--- src/rtl/bos_pkg.sv ---
package bos_pkg;
  // drive value and output enable of one bus pin
  typedef struct packed {
    logic d;
    logic oe;
  } pin_t;

  // schedule selector: {was_slave, slot_bit}
  typedef enum logic [1:0] {
    OWN_MS0 = 2'b00,
    OWN_MS1 = 2'b01,
    OWN_SL0 = 2'b10,
    OWN_SL1 = 2'b11
  } own_case_e;
endpackage

--- src/rtl/bos_sync.sv ---
module bos_sync #(
  parameter int   STAGES  = 2,
  parameter logic RST_VAL = 1'b1
) (
  input  logic clk,
  input  logic rst,
  input  logic async_i,
  output logic sync_o
);
  logic [STAGES-1:0] chain_q;

  always_ff @(posedge clk) begin
    if (rst) chain_q <= {STAGES{RST_VAL}};
    else     chain_q <= {chain_q[STAGES-2:0], async_i};
  end

  assign sync_o = chain_q[STAGES-1];

  initial begin
    if (STAGES < 2) $error("bos_sync: STAGES must be at least 2");
  end
endmodule

--- src/rtl/bos_seq.sv ---
module bos_seq
  import bos_pkg::*;
#(
  parameter int CNT_W = 3
) (
  input  logic             clk,
  input  logic             rst,
  input  logic             dc_sync_i,
  input  logic             master_i,
  input  logic             slot_i,
  output logic             enter_o,
  output logic             ctrl_o,
  output own_case_e        case_o,
  output logic [CNT_W-1:0] cnt_o
);
  localparam logic [CNT_W-1:0] CNT_MAX = {CNT_W{1'b1}};

  logic             dc_prev_q, ctrl_q, leave;
  own_case_e        case_q;
  logic [CNT_W-1:0] cnt_q;

  assign enter_o = dc_prev_q & ~dc_sync_i;
  assign leave   = ~dc_prev_q & dc_sync_i;

  always_ff @(posedge clk) begin
    if (rst) begin
      dc_prev_q <= 1'b1;
      ctrl_q    <= 1'b0;
      case_q    <= OWN_MS0;
      cnt_q     <= '0;
    end else begin
      dc_prev_q <= dc_sync_i;
      if (enter_o) begin
        ctrl_q <= 1'b1;
        cnt_q  <= '0;
        case_q <= own_case_e'({~master_i, slot_i});
      end else if (leave) begin
        ctrl_q <= 1'b0;
      end else if (ctrl_q && cnt_q != CNT_MAX) begin
        cnt_q <= cnt_q + 1'b1;
      end
    end
  end

  assign ctrl_o = ctrl_q;
  assign case_o = case_q;
  assign cnt_o  = cnt_q;

  // a detected fall opens control mode at period zero
  p_enter_r1: assert property (@(posedge clk) disable iff (rst)
    enter_o |=> (ctrl_q && cnt_q == '0));
  // captured schedule stays fixed while in control mode
  p_case_hold_r10: assert property (@(posedge clk) disable iff (rst)
    (ctrl_q && !enter_o) |=> $stable(case_q));
  // period counter saturates instead of wrapping
  p_cnt_sat_r4: assert property (@(posedge clk) disable iff (rst)
    (ctrl_q && cnt_q == CNT_MAX && !leave) |=> (cnt_q == CNT_MAX));
  // a rise leaves control mode
  p_leave_r12: assert property (@(posedge clk) disable iff (rst)
    leave |=> !ctrl_q);
endmodule

--- src/rtl/bos_pins.sv ---
module bos_pins
  import bos_pkg::*;
#(
  parameter int CNT_W     = 3,
  parameter int FS_HOLD   = 1,
  parameter int SCLK_HOLD = 3,
  parameter int SDO_HOLD  = 1
) (
  input  logic             clk,
  input  logic             rst,
  input  logic             ctrl_i,
  input  own_case_e        case_i,
  input  logic [CNT_W-1:0] cnt_i,
  input  pin_t             dm_fs_i,
  input  pin_t             dm_sclk_i,
  input  pin_t             dm_sdo_i,
  input  pin_t             dm_tso_i,
  output pin_t             fs_o,
  output pin_t             sclk_o,
  output pin_t             sdo_o,
  output pin_t             tso_o
);
  localparam logic [CNT_W-1:0] FS_LIM   = CNT_W'(FS_HOLD);
  localparam logic [CNT_W-1:0] SCLK_LIM = CNT_W'(SCLK_HOLD);
  localparam logic [CNT_W-1:0] SDO_LIM  = CNT_W'(SDO_HOLD);
  localparam pin_t RELEASED = '{d: 1'b0, oe: 1'b0};
  localparam pin_t LOW      = '{d: 1'b0, oe: 1'b1};

  pin_t fs_n, sclk_n, sdo_n, tso_n;
  pin_t fs_q, sclk_q, sdo_q, tso_q;

  always_comb begin
    if (!ctrl_i) begin
      fs_n   = dm_fs_i;
      sclk_n = dm_sclk_i;
      sdo_n  = dm_sdo_i;
      tso_n  = dm_tso_i;
    end else begin
      fs_n   = RELEASED;
      sclk_n = RELEASED;
      sdo_n  = RELEASED;
      tso_n  = LOW;
      unique case (case_i)
        OWN_MS0: begin
          if (cnt_i < FS_LIM)   fs_n   = LOW;
          if (cnt_i < SCLK_LIM) sclk_n = '{d: dm_sclk_i.d, oe: 1'b1};
        end
        OWN_SL0: begin
          if (cnt_i < SDO_LIM)  sdo_n  = LOW;
        end
        default: ;
      endcase
    end
  end

  always_ff @(posedge clk) begin
    if (rst) begin
      fs_q   <= RELEASED;
      sclk_q <= RELEASED;
      sdo_q  <= RELEASED;
      tso_q  <= RELEASED;
    end else begin
      fs_q   <= fs_n;
      sclk_q <= sclk_n;
      sdo_q  <= sdo_n;
      tso_q  <= tso_n;
    end
  end

  assign fs_o   = fs_q;
  assign sclk_o = sclk_q;
  assign sdo_o  = sdo_q;
  assign tso_o  = tso_q;

  // time-slot out held low in every control schedule
  p_tso_low_r8: assert property (@(posedge clk) disable iff (rst)
    ctrl_i |=> (tso_q.oe && !tso_q.d));
  // frame sync released after its hold period
  p_fs_release_r3: assert property (@(posedge clk) disable iff (rst)
    (ctrl_i && cnt_i >= FS_LIM) |=> !fs_q.oe);
  // master with slot bit set releases all three at once
  p_ms1_quiet_r5: assert property (@(posedge clk) disable iff (rst)
    (ctrl_i && case_i == OWN_MS1) |=> (!fs_q.oe && !sclk_q.oe && !sdo_q.oe));
  // a former slave never drives clock or frame sync
  p_slave_quiet_r6: assert property (@(posedge clk) disable iff (rst)
    (ctrl_i && case_i[1]) |=> (!fs_q.oe && !sclk_q.oe));
  // data mode pass-through, one register stage
  p_pass_r2: assert property (@(posedge clk) disable iff (rst)
    !ctrl_i |=> (sdo_q == $past(dm_sdo_i) && tso_q == $past(dm_tso_i)));
endmodule

--- src/rtl/bos_mode_switch.sv ---
module bos_mode_switch
  import bos_pkg::*;
#(
  parameter int              CFG_W       = 16,
  parameter int              MUTE_BIT    = 0,
  parameter int              MST_BIT     = 14,
  parameter int              SLOT_BIT    = 15,
  parameter logic [CFG_W-1:0] CFG_DEFAULT = 16'h0001,
  parameter int              SYNC_STAGES = 2,
  parameter int              CNT_W       = 3,
  parameter int              FS_HOLD     = 1,
  parameter int              SCLK_HOLD   = 3,
  parameter int              SDO_HOLD    = 1
) (
  input  logic             clk,
  input  logic             rst,
  input  logic             dc_i,
  input  logic             cfg_we,
  input  logic [CFG_W-1:0] cfg_wdata,
  input  logic             dm_fs_d,
  input  logic             dm_fs_oe,
  input  logic             dm_sclk_d,
  input  logic             dm_sclk_oe,
  input  logic             dm_sdo_d,
  input  logic             dm_sdo_oe,
  input  logic             dm_tso_d,
  input  logic             dm_tso_oe,
  output logic             fs_d,
  output logic             fs_oe,
  output logic             sclk_d,
  output logic             sclk_oe,
  output logic             sdo_d,
  output logic             sdo_oe,
  output logic             tso_d,
  output logic             tso_oe,
  output logic [CFG_W-1:0] cfg_q,
  output logic             mute_o,
  output logic             ctrl_o
);
  logic             dc_sync, enter;
  own_case_e        own_case;
  logic [CNT_W-1:0] cnt;
  logic [CFG_W-1:0] cfg_r;
  pin_t             fs_p, sclk_p, sdo_p, tso_p;

  bos_sync #(.STAGES(SYNC_STAGES), .RST_VAL(1'b1)) u_sync (
    .clk(clk), .rst(rst), .async_i(dc_i), .sync_o(dc_sync)
  );

  bos_seq #(.CNT_W(CNT_W)) u_seq (
    .clk(clk), .rst(rst), .dc_sync_i(dc_sync),
    .master_i(cfg_r[MST_BIT]), .slot_i(cfg_r[SLOT_BIT]),
    .enter_o(enter), .ctrl_o(ctrl_o), .case_o(own_case), .cnt_o(cnt)
  );

  bos_pins #(
    .CNT_W(CNT_W), .FS_HOLD(FS_HOLD), .SCLK_HOLD(SCLK_HOLD), .SDO_HOLD(SDO_HOLD)
  ) u_pins (
    .clk(clk), .rst(rst), .ctrl_i(ctrl_o), .case_i(own_case), .cnt_i(cnt),
    .dm_fs_i('{d: dm_fs_d, oe: dm_fs_oe}),
    .dm_sclk_i('{d: dm_sclk_d, oe: dm_sclk_oe}),
    .dm_sdo_i('{d: dm_sdo_d, oe: dm_sdo_oe}),
    .dm_tso_i('{d: dm_tso_d, oe: dm_tso_oe}),
    .fs_o(fs_p), .sclk_o(sclk_p), .sdo_o(sdo_p), .tso_o(tso_p)
  );

  // configuration register: the entry reload wins over a write
  always_ff @(posedge clk) begin
    if (rst || enter) cfg_r <= CFG_DEFAULT;
    else if (cfg_we)  cfg_r <= cfg_wdata;
  end

  assign cfg_q   = cfg_r;
  assign mute_o  = cfg_r[MUTE_BIT];
  assign fs_d    = fs_p.d;
  assign fs_oe   = fs_p.oe;
  assign sclk_d  = sclk_p.d;
  assign sclk_oe = sclk_p.oe;
  assign sdo_d   = sdo_p.d;
  assign sdo_oe  = sdo_p.oe;
  assign tso_d   = tso_p.d;
  assign tso_oe  = tso_p.oe;

  // defaults, including mute, restored on control mode entry
  p_reload_r9: assert property (@(posedge clk) disable iff (rst)
    enter |=> (cfg_r == CFG_DEFAULT && mute_o == CFG_DEFAULT[MUTE_BIT]));
  // control mode only follows a low synchronised pin
  p_ctrl_src_r1: assert property (@(posedge clk) disable iff (rst)
    $rose(ctrl_o) |-> $past(!dc_sync));
endmodule

--- config.mk ---
export PLATFORM = sky130hd
export DESIGN_NAME = bos_mode_switch
export DESIGN_NICKNAME = d
export VERILOG_FILES = /design/src/rtl/bos_pkg.sv /design/src/rtl/bos_sync.sv /design/src/rtl/bos_seq.sv /design/src/rtl/bos_pins.sv /design/src/rtl/bos_mode_switch.sv
export SDC_FILE = /design/constraint.sdc
export NUM_CORES = 1
export LEC_CHECK = 0
export ABC_AREA = 1
export BUFFER_PORTS_ARGS = -buffer_cell sky130_fd_sc_hd__buf_2
export CORE_UTILIZATION = 40
export DETAILED_ROUTE_END_ITERATION = 10
export PLACE_DENSITY_LB_ADDON = 0.12
export SLEW_MARGIN = 20
export SYNTH_ARGS = -nofsm -noshare
export SYNTH_HDL_FRONTEND = slang
export SYNTH_SLANG_ARGS = --single-unit
--- constraint.sdc ---
create_clock -name clk -period 3.3 [get_ports clk]
set_clock_uncertainty 0.05 [all_clocks]
set_input_delay 0.33 -clock clk [delete_from_list [all_inputs] [get_ports clk]]
set_output_delay 0.33 -clock clk [all_outputs]
set_load 0.005 [all_outputs]
==> impl_metrics.yaml, run 1 <==
outcome:
  outcome: "finished, final reports clean"
floorplanning:
  fp.dieW_um: 58.82
  dieHeight_um: 58.82
  starting_utilization_of_the_core_area: 0.4230
  core_area_mm2: 0.003053
  die-area_mm2: 0.003459
  io-pin-count: 54
  row_count: 20
power:
  static-leakage-power_nw: 0.8229
  max-vdd-ir-drop_v: 0.0002154
  power.density_mw_per_mm2: 449.8
synthesis:
  fraction_of_the_mapped_netlist_area_in_adder_cells: 0.03876
  synthesis.area_per_instance_um2: 8.224
  synth_largest_area_cell: "dfxtp_1"
  synth-seq-area-share: 0.5116
  syn-num-nets: 189
  yosys-top-cells-area: "dfxtp_1 (51%), nand2_1 (14%), a21oi_2 (6.8%)"
  netlist-cell-type-count: 19
  syn_inst: 157
  synth-edff-count: 0
  synth.most_common_cell: "nand2_1"
  synthSimpleGateAreaFrac: 0.2335
  top_area_cell_type_share_of_the_netlist_area: 0.5116
  synth.mux.area_fraction: 0
  synth_top_flop_cell: "dfxtp_1"
  synth_compound_gate_area_share: 0.1143
  ys.warnings.count: 0
  ys_async_sr_fraction: 0
  post_synthesis_cell_area_mm2: 0.001291
  synth_top_family_by_area: "simple AND/OR/NAND/NOR gates"
  xor_xnor_share_of_the_synthesized_area: 0
  synthTopCellsByCount: "nand2_1 (48), dfxtp_1 (33), nor2_1 (17)"
  postSynthRegisterBits: 33
detailed_routing:
  detail_route.wl_per_cell_um: 9.988
  route.vias.total: 1132
  drc: 0
  detail-route-antenna-nets: 0
  vias_per_cell: 4.457
  routed_wirelength_um: 2537
  dr.pass1.iters: 4
  drtIter0Drc: 26
clocking:
  post_cts_resize_count: 0
  ctsHoldBuffers: 0
  cts.sink_count: 33
  cts_tree: "done"
  cts_post_setup_buffers_inserted: 0
  path_clk_slew_ns: 0.09
  insertion_delay_ns: 0.32
  cts_buffers: 5
  clk_root_buffer_cell: "clkbuf_4"
  clock_tree.buffer_depth: 2
  cts_max_level: 2
critical_path:
  crit_arrival_ns: 1.02
  worst_path_dominant_cell_family: "flip-flops"
  timing_worst_setup_path_type: "flop to primary output"
  worst_setup_path_end_kind: "primary output"
  critical-path-slowest-cell: "dfxtp_1"
  path_buf_inv: 1
  setup.worst_path.start_class: "flop"
  required_ns: 2.92
  timing.critical_path.cells: "buf_2"
  setup.reg_to_reg.worst_slack_ns: 1.99
  crit_fanout: 10
  crit_path_max_incr_delay_ns: 0.52
timing:
  timing_hold_violations_final: 0
  slew_limit_headroom: 0.7829
  timing.fmax_mhz: 714.0
  timing.final.ws_setup_ns: 1.899
  max_slew.worst_pin.slew_ns: 0.3253
  slew_violations: 0
  fin_crit_sh: 0.4244
  setup_viol_count_final: 0
  rsz_0062_raised_after_global_routing: "no"
  fin_setup_tns_ns: 0
  post-route-min-period_ns: 1.401
  timing.hold.ws_ns: 0.1324
grt:
  grt_max_degree: 18
  grt_pass1_vias: 1046
  track_usage: 0.1717
  grt_first_pass_wirelength_um: 4353
  grt_overflow_total: 0
  antenna_found_initial: 0
worst_hold_path:
  min_path_type: "primary input to flop"
place:
  numPortBuffers: 53
  detailedPlacementHpwl_um: 1924
  placedInstanceArea_mm2: 0.001543
  place.gp.congestion: 0.7734
  pre_cts_slack_ns: 1.995
cells_and_area:
  finish.instance_area_mm2: 0.001592
  finalNetCount: 241
  synthToLayoutAreaGrowth_pct: 23.26
  drive_gt1_frac: 0.3476
  antenna-diode-count: 0
run:
  drv_cap: 0
-- report_power, final --
part / total, mW / switching (mW) / internal [mW]
combinational: 0.0822 / 0.0440 / 0.0382
clock: 0.207 / 0.122 / 0.0848
sequential: 0.427 / 0.00924 / 0.418
-- cells in the final DEF, fill, tap and decap left out --
master    count
o21ai_0       3
buf_2        53
clkbuf_1      3
nand3_1       4
or2_2         2
inv_2         1
nor3b_1       1
nor2_1       17
a21oi_2      10
nand2_1      48
inv_1        14
inv_4         1
nor2_4        1
nand4_1       1
ha_1          4
a21oi_1       9
dfxtp_1      33
clkbuf_4      5
-- flip-flops by register name, summed over array words and instances (netlist names) --
name	flops
u_seq.dc_prev_q	1
cfg_q	16
u_pins.sdo_o	2
u_pins.sclk_o	2
u_pins.tso_o	2
u_sync.chain_q	2
u_seq.case_o	2
u_seq.cnt_o	3
u_pins.fs_o	2
u_seq.ctrl_o	1
-- area by class of cell --
type,instances,area [um^2]
Clock buffer,8,48.80
Fill cell,322,1461
Inverter,16,62.56
Multi-Input combinational cell,100,499.2
Sequential cell,33,660.6
Tap cell,44,55.05
Timing Repair Buffer,53,265.3
-- metrics by stage --
stage                     cells    util  power [mW]
after floorplan             157       -      0.4859
after global placement      246  0.5053      0.5170
after detailed placement    246  0.5053      0.5202
after CTS                   254  0.5213      0.7303
after global routing        254  0.5213      0.7563
final                       254  0.5213      0.7158
-- worst reg2reg max path, stage by stage, from the launching register on --
cell and delay [ns]:
dfxtp_1 0.35, ha_1 0.20, ha_1 0.18, inv_1 0.08
nand3_1 0.17, nor2_1 0.15, nor2_1 0.06
-- path summary, 6_finish.rpt --
kind                                        start                end  cells after the start
worst min-delay path                         dc_i  u_sync.chain_q[0]                      2
worst max register to register     u_seq.cnt_o[0]     u_seq.cnt_o[2]                      6
worst max-delay path                 u_seq.ctrl_o             ctrl_o                      1
worst min register to register  u_sync.chain_q[0]  u_sync.chain_q[1]                      1
-- logic make-up after synthesis --
| kind of cell | after synthesis |
|---|---|
| simple gates | 74 |
| buf+inv | 24 |
| flops | 33 |
| fa+ha+maj | 4 |
| compound gates | 22 |
-- metal layers --
metal / global-route usage / vias to the layer above / part of all wire
li1: - / 587 / -
met1: 0.1829 / 511 / 0.40
met2: 0.2938 / 28 / 0.52
met3: 0.07033 / 6 / 0.054
met4: 0.08163 / 0 / 0.020
met5: 0 / - / 0
(Power assumes the default switching activity.)
==> inputs of run 2 (changes only) <==
--- a/config.mk
+++ b/config.mk
@@ -5,7 +5,7 @@
 export SDC_FILE = /design/constraint.sdc
 export NUM_CORES = 1
 export LEC_CHECK = 0
-export ABC_AREA = 1
+export ABC_AREA = 0
 export BUFFER_PORTS_ARGS = -buffer_cell sky130_fd_sc_hd__buf_2
 export CORE_UTILIZATION = 40
 export DETAILED_ROUTE_END_ITERATION = 10
==> constraint.sdc (replaced) <==
create_clock -name clk -period 1.2 [get_ports clk]
set_clock_uncertainty 0.05 [all_clocks]
set_input_delay 0.12 -clock clk [delete_from_list [all_inputs] [get_ports clk]]
set_output_delay 0.12 -clock clk [all_outputs]
set_load 0.005 [all_outputs]
==> run 2 against run 1 <==
The run now ends with negative setup slack left. Routed wire length up 16%. Final area rose by 33%. Cell count shrank 2.0%. Synthesized cell count fell by 23%. Hold slack lost 0.094 ns. First-iteration DRC count increased by 27%. Clock-buffer cell count fell by 1.
==> impl_metrics.yaml, run 2 <==
grt:
  grt_first_pass_wirelength_um: 4740
  grt_overflow_total: 0
  grt_max_degree: 18
  grt_pass1_vias: 1092
  antenna_found_initial: 0
  track_usage: 0.1898
critical_path:
  crit_fanout: 3
  required_ns: 1.37
  timing_worst_setup_path_type: "flop to flop"
  crit_arrival_ns: 1.59
  setup.worst_path.start_class: "flop"
  worst_setup_path_end_kind: "flop"
timing:
  post-route-min-period_ns: 1.428
  timing_hold_violations_final: 0
  setup_viol_count_final: 19
  slew_limit_headroom: 0.6904
  fin_crit_sh: 1.190
  slew_violations: 0
  timing.fmax_mhz: 700.4
  max_slew.worst_pin.slew_ns: 0.4644
  timing.final.ws_setup_ns: -0.2277
  rsz_0062_raised_after_global_routing: "yes"
cells_and_area:
  multiInputGateArea_um2: 691.9
  finish.instance_area_mm2: 0.002122
  finalNetCount: 236
  largest_register_ff_count: 16
  mostFrequentLayoutCell: "buf_2"
  seqCellArea_um2: 664.4
  layout_common_cells: "buf_2 (53), dfxtp_1 (30), dlygate4sd3_1 (22)"
  antenna-diode-count: 0
  instances_no_fill: 249
  filler_cell_count: 246
  synthToLayoutAreaGrowth_pct: 63.71
  drive_gt1_frac: 0.4927
detailed_routing:
  vias_per_cell: 4.610
  route.vias.total: 1148
  dr.pass1.iters: 4
  routed_wirelength_um: 2951
  drc: 0
  detail-route-antenna-nets: 0
  detail_route.wl_per_cell_um: 11.85
  drtIter0Drc: 33
synthesis:
  synth-edff-count: 0
  syn-num-nets: 153
  post_synthesis_cell_area_mm2: 0.001296
  synth-seq-area-share: 0.5097
  ys.warnings.count: 0
  postSynthRegisterBits: 33
  synth.most_common_cell: "dfxtp_1"
  synthesis.area_per_instance_um2: 10.71
  synthTopCellsByCount: "dfxtp_1 (33), nor2_1 (22), mux2i_1 (17)"
  ys_async_sr_fraction: 0
  top_area_cell_type_share_of_the_netlist_area: 0.5097
  netlist-cell-type-count: 22
  yosys-top-cells-area: "dfxtp_1 (51%), mux2i_1 (13%), nor2_1 (6.4%)"
  synth_largest_area_cell: "dfxtp_1"
  synth_top_flop_cell: "dfxtp_1"
  syn_inst: 121
worst_hold_path:
  min_path_type: "primary input to flop"
clocking:
  cts_buffers: 5
  cts.sink_count: 33
  cts_post_setup_buffers_inserted: 0
  cts_max_level: 2
  path_clk_slew_ns: 0.10
  insertion_delay_ns: 0.33
  clock_tree.buffer_depth: 2
  cts_tree: "done"
  clk_root_buffer_cell: "clkbuf_4"
power:
  power.density_mw_per_mm2: 1135
  static-leakage-power_nw: 0.9919
  clkPwrFrac: 0.357
  switching_share: 0.2256
  combinationalPowerShare: 0.155
  max-vdd-ir-drop_v: 0.0007098
  power_mw: 2.409
  power_switching_mw: 0.5435
  seq_power_share: 0.488
  cellInternalPower_mw: 1.865
place:
  placedInstanceArea_mm2: 0.001684
  number_of_placed_instances_with_taps_included: 218
  pre_cts_slack_ns: -0.2361
  detailedPlacementHpwl_um: 1810
  place.gp.congestion: 0.7798
  numPortBuffers: 53
floorplanning:
  fp.dieW_um: 58.93
  core_area_mm2: 0.003053
  io-pin-count: 54
  dieHeight_um: 58.93
  row_count: 20
  die-area_mm2: 0.003472
  starting_utilization_of_the_core_area: 0.4246
run:
  drv_cap: 0
outcome:
  violations: "negative setup slack"
  outcome: "complete, but fails checks"
[run 2: changes by cell type after synthesis, moves of 5 or more]
cell	previous run	this run
nand2_1	48	0
a21oi_2	10	0
nor3b_1	1	6
inv_1	14	2
nor2_1	17	22
mux2i_1	0	17
a21oi_1	9	3
[run 2: worst max-delay path, cell delays in order, from the launching register on]
cell and delay [ns]:
dfxtp_2 0.34, ha_4 0.16, ha_4 0.15, nor3b_4 0.28, mux2_4 0.33
[run 2: kinds of logic after synthesis]
| logic type | Yosys count | share of synthesized area |
|---|---|---|
| flip-flops | 33 | 0.5096 |
| multiplexers | 20 | 0.1573 |
| adder cells (fa/ha/maj) | 4 | 0.03861 |
| AO/OA/AOI/OAI | 8 | 0.04923 |
| buffers and inverters | 12 | 0.06660 |
| AND/OR/NAND/NOR | 44 | 0.1786 |
[run 2: final cells by class]
cell class,instances,share of cell area
flip-flops and latches,33,0.3131
multi-input cells,76,0.3261
clock buffers,7,0.02594
clock inverters,1,0.01415
well taps,44,0.02594
repair buffers,86,0.2901
inverters,2,0.004717
[run 2: power by group through the flow]
stage	Clock (mW)	Sequential, mW	Combinational (mW)
finish	0.860	1.18	0.374
global route	0.931	1.18	0.408
CTS	0.891	1.17	0.340
detailed placement	0	1.20	0.248
global placement	0	1.20	0.243
floorplan	0	1.20	0.138
[run 2: per-stage QoR]
stage,util,setup TNS (ns),hold WS [ns]
2_1_floorplan,-,-0.5766,0.1738
3_3_place_gp,0.5516,-1.194,0.2517
3_5_place_dp,0.5516,-1.531,0.2570
4_1_cts,0.6754,-0.9255,0.01238
5_1_grt,0.6951,-2.330,0.02850
6_report,0.6951,-1.183,0.03822
[run 2: final timing paths]
kind / depth (start not counted) / end / slack (ns) / from
hold / removal: 3 / cfg_q[14] / 0.04 / cfg_wdata[14]
setup / recovery: 4 / u_seq.cnt_o[1] / -0.23 / u_seq.cnt_o[0]
setup reg to reg: 4 / u_seq.cnt_o[1] / -0.23 / u_seq.cnt_o[0]
hold reg to reg: 1 / u_sync.chain_q[1] / 0.36 / u_sync.chain_q[0]
[run 2: layer usage]
layer | global-route usage | vias to the layer above | part of all wire
li1 | - | 570 | -
met1 | 0.2036 | 528 | 0.39
met2 | 0.3312 | 42 | 0.53
met3 | 0.06593 | 8 | 0.057
met4 | 0.09184 | 0 | 0.022
met5 | 0 | - | 0
[run 2: what timing repair did]
item | 4_1_cts | 5_1_grt
pin swaps | 15 | 2
setup endpoints to repair | 19 | 19
endpoints found under the hold margin | 23 | 0
gates resized for setup | 14 | 17
hold buffers | 22 | 0
gates cloned | 1 | 0
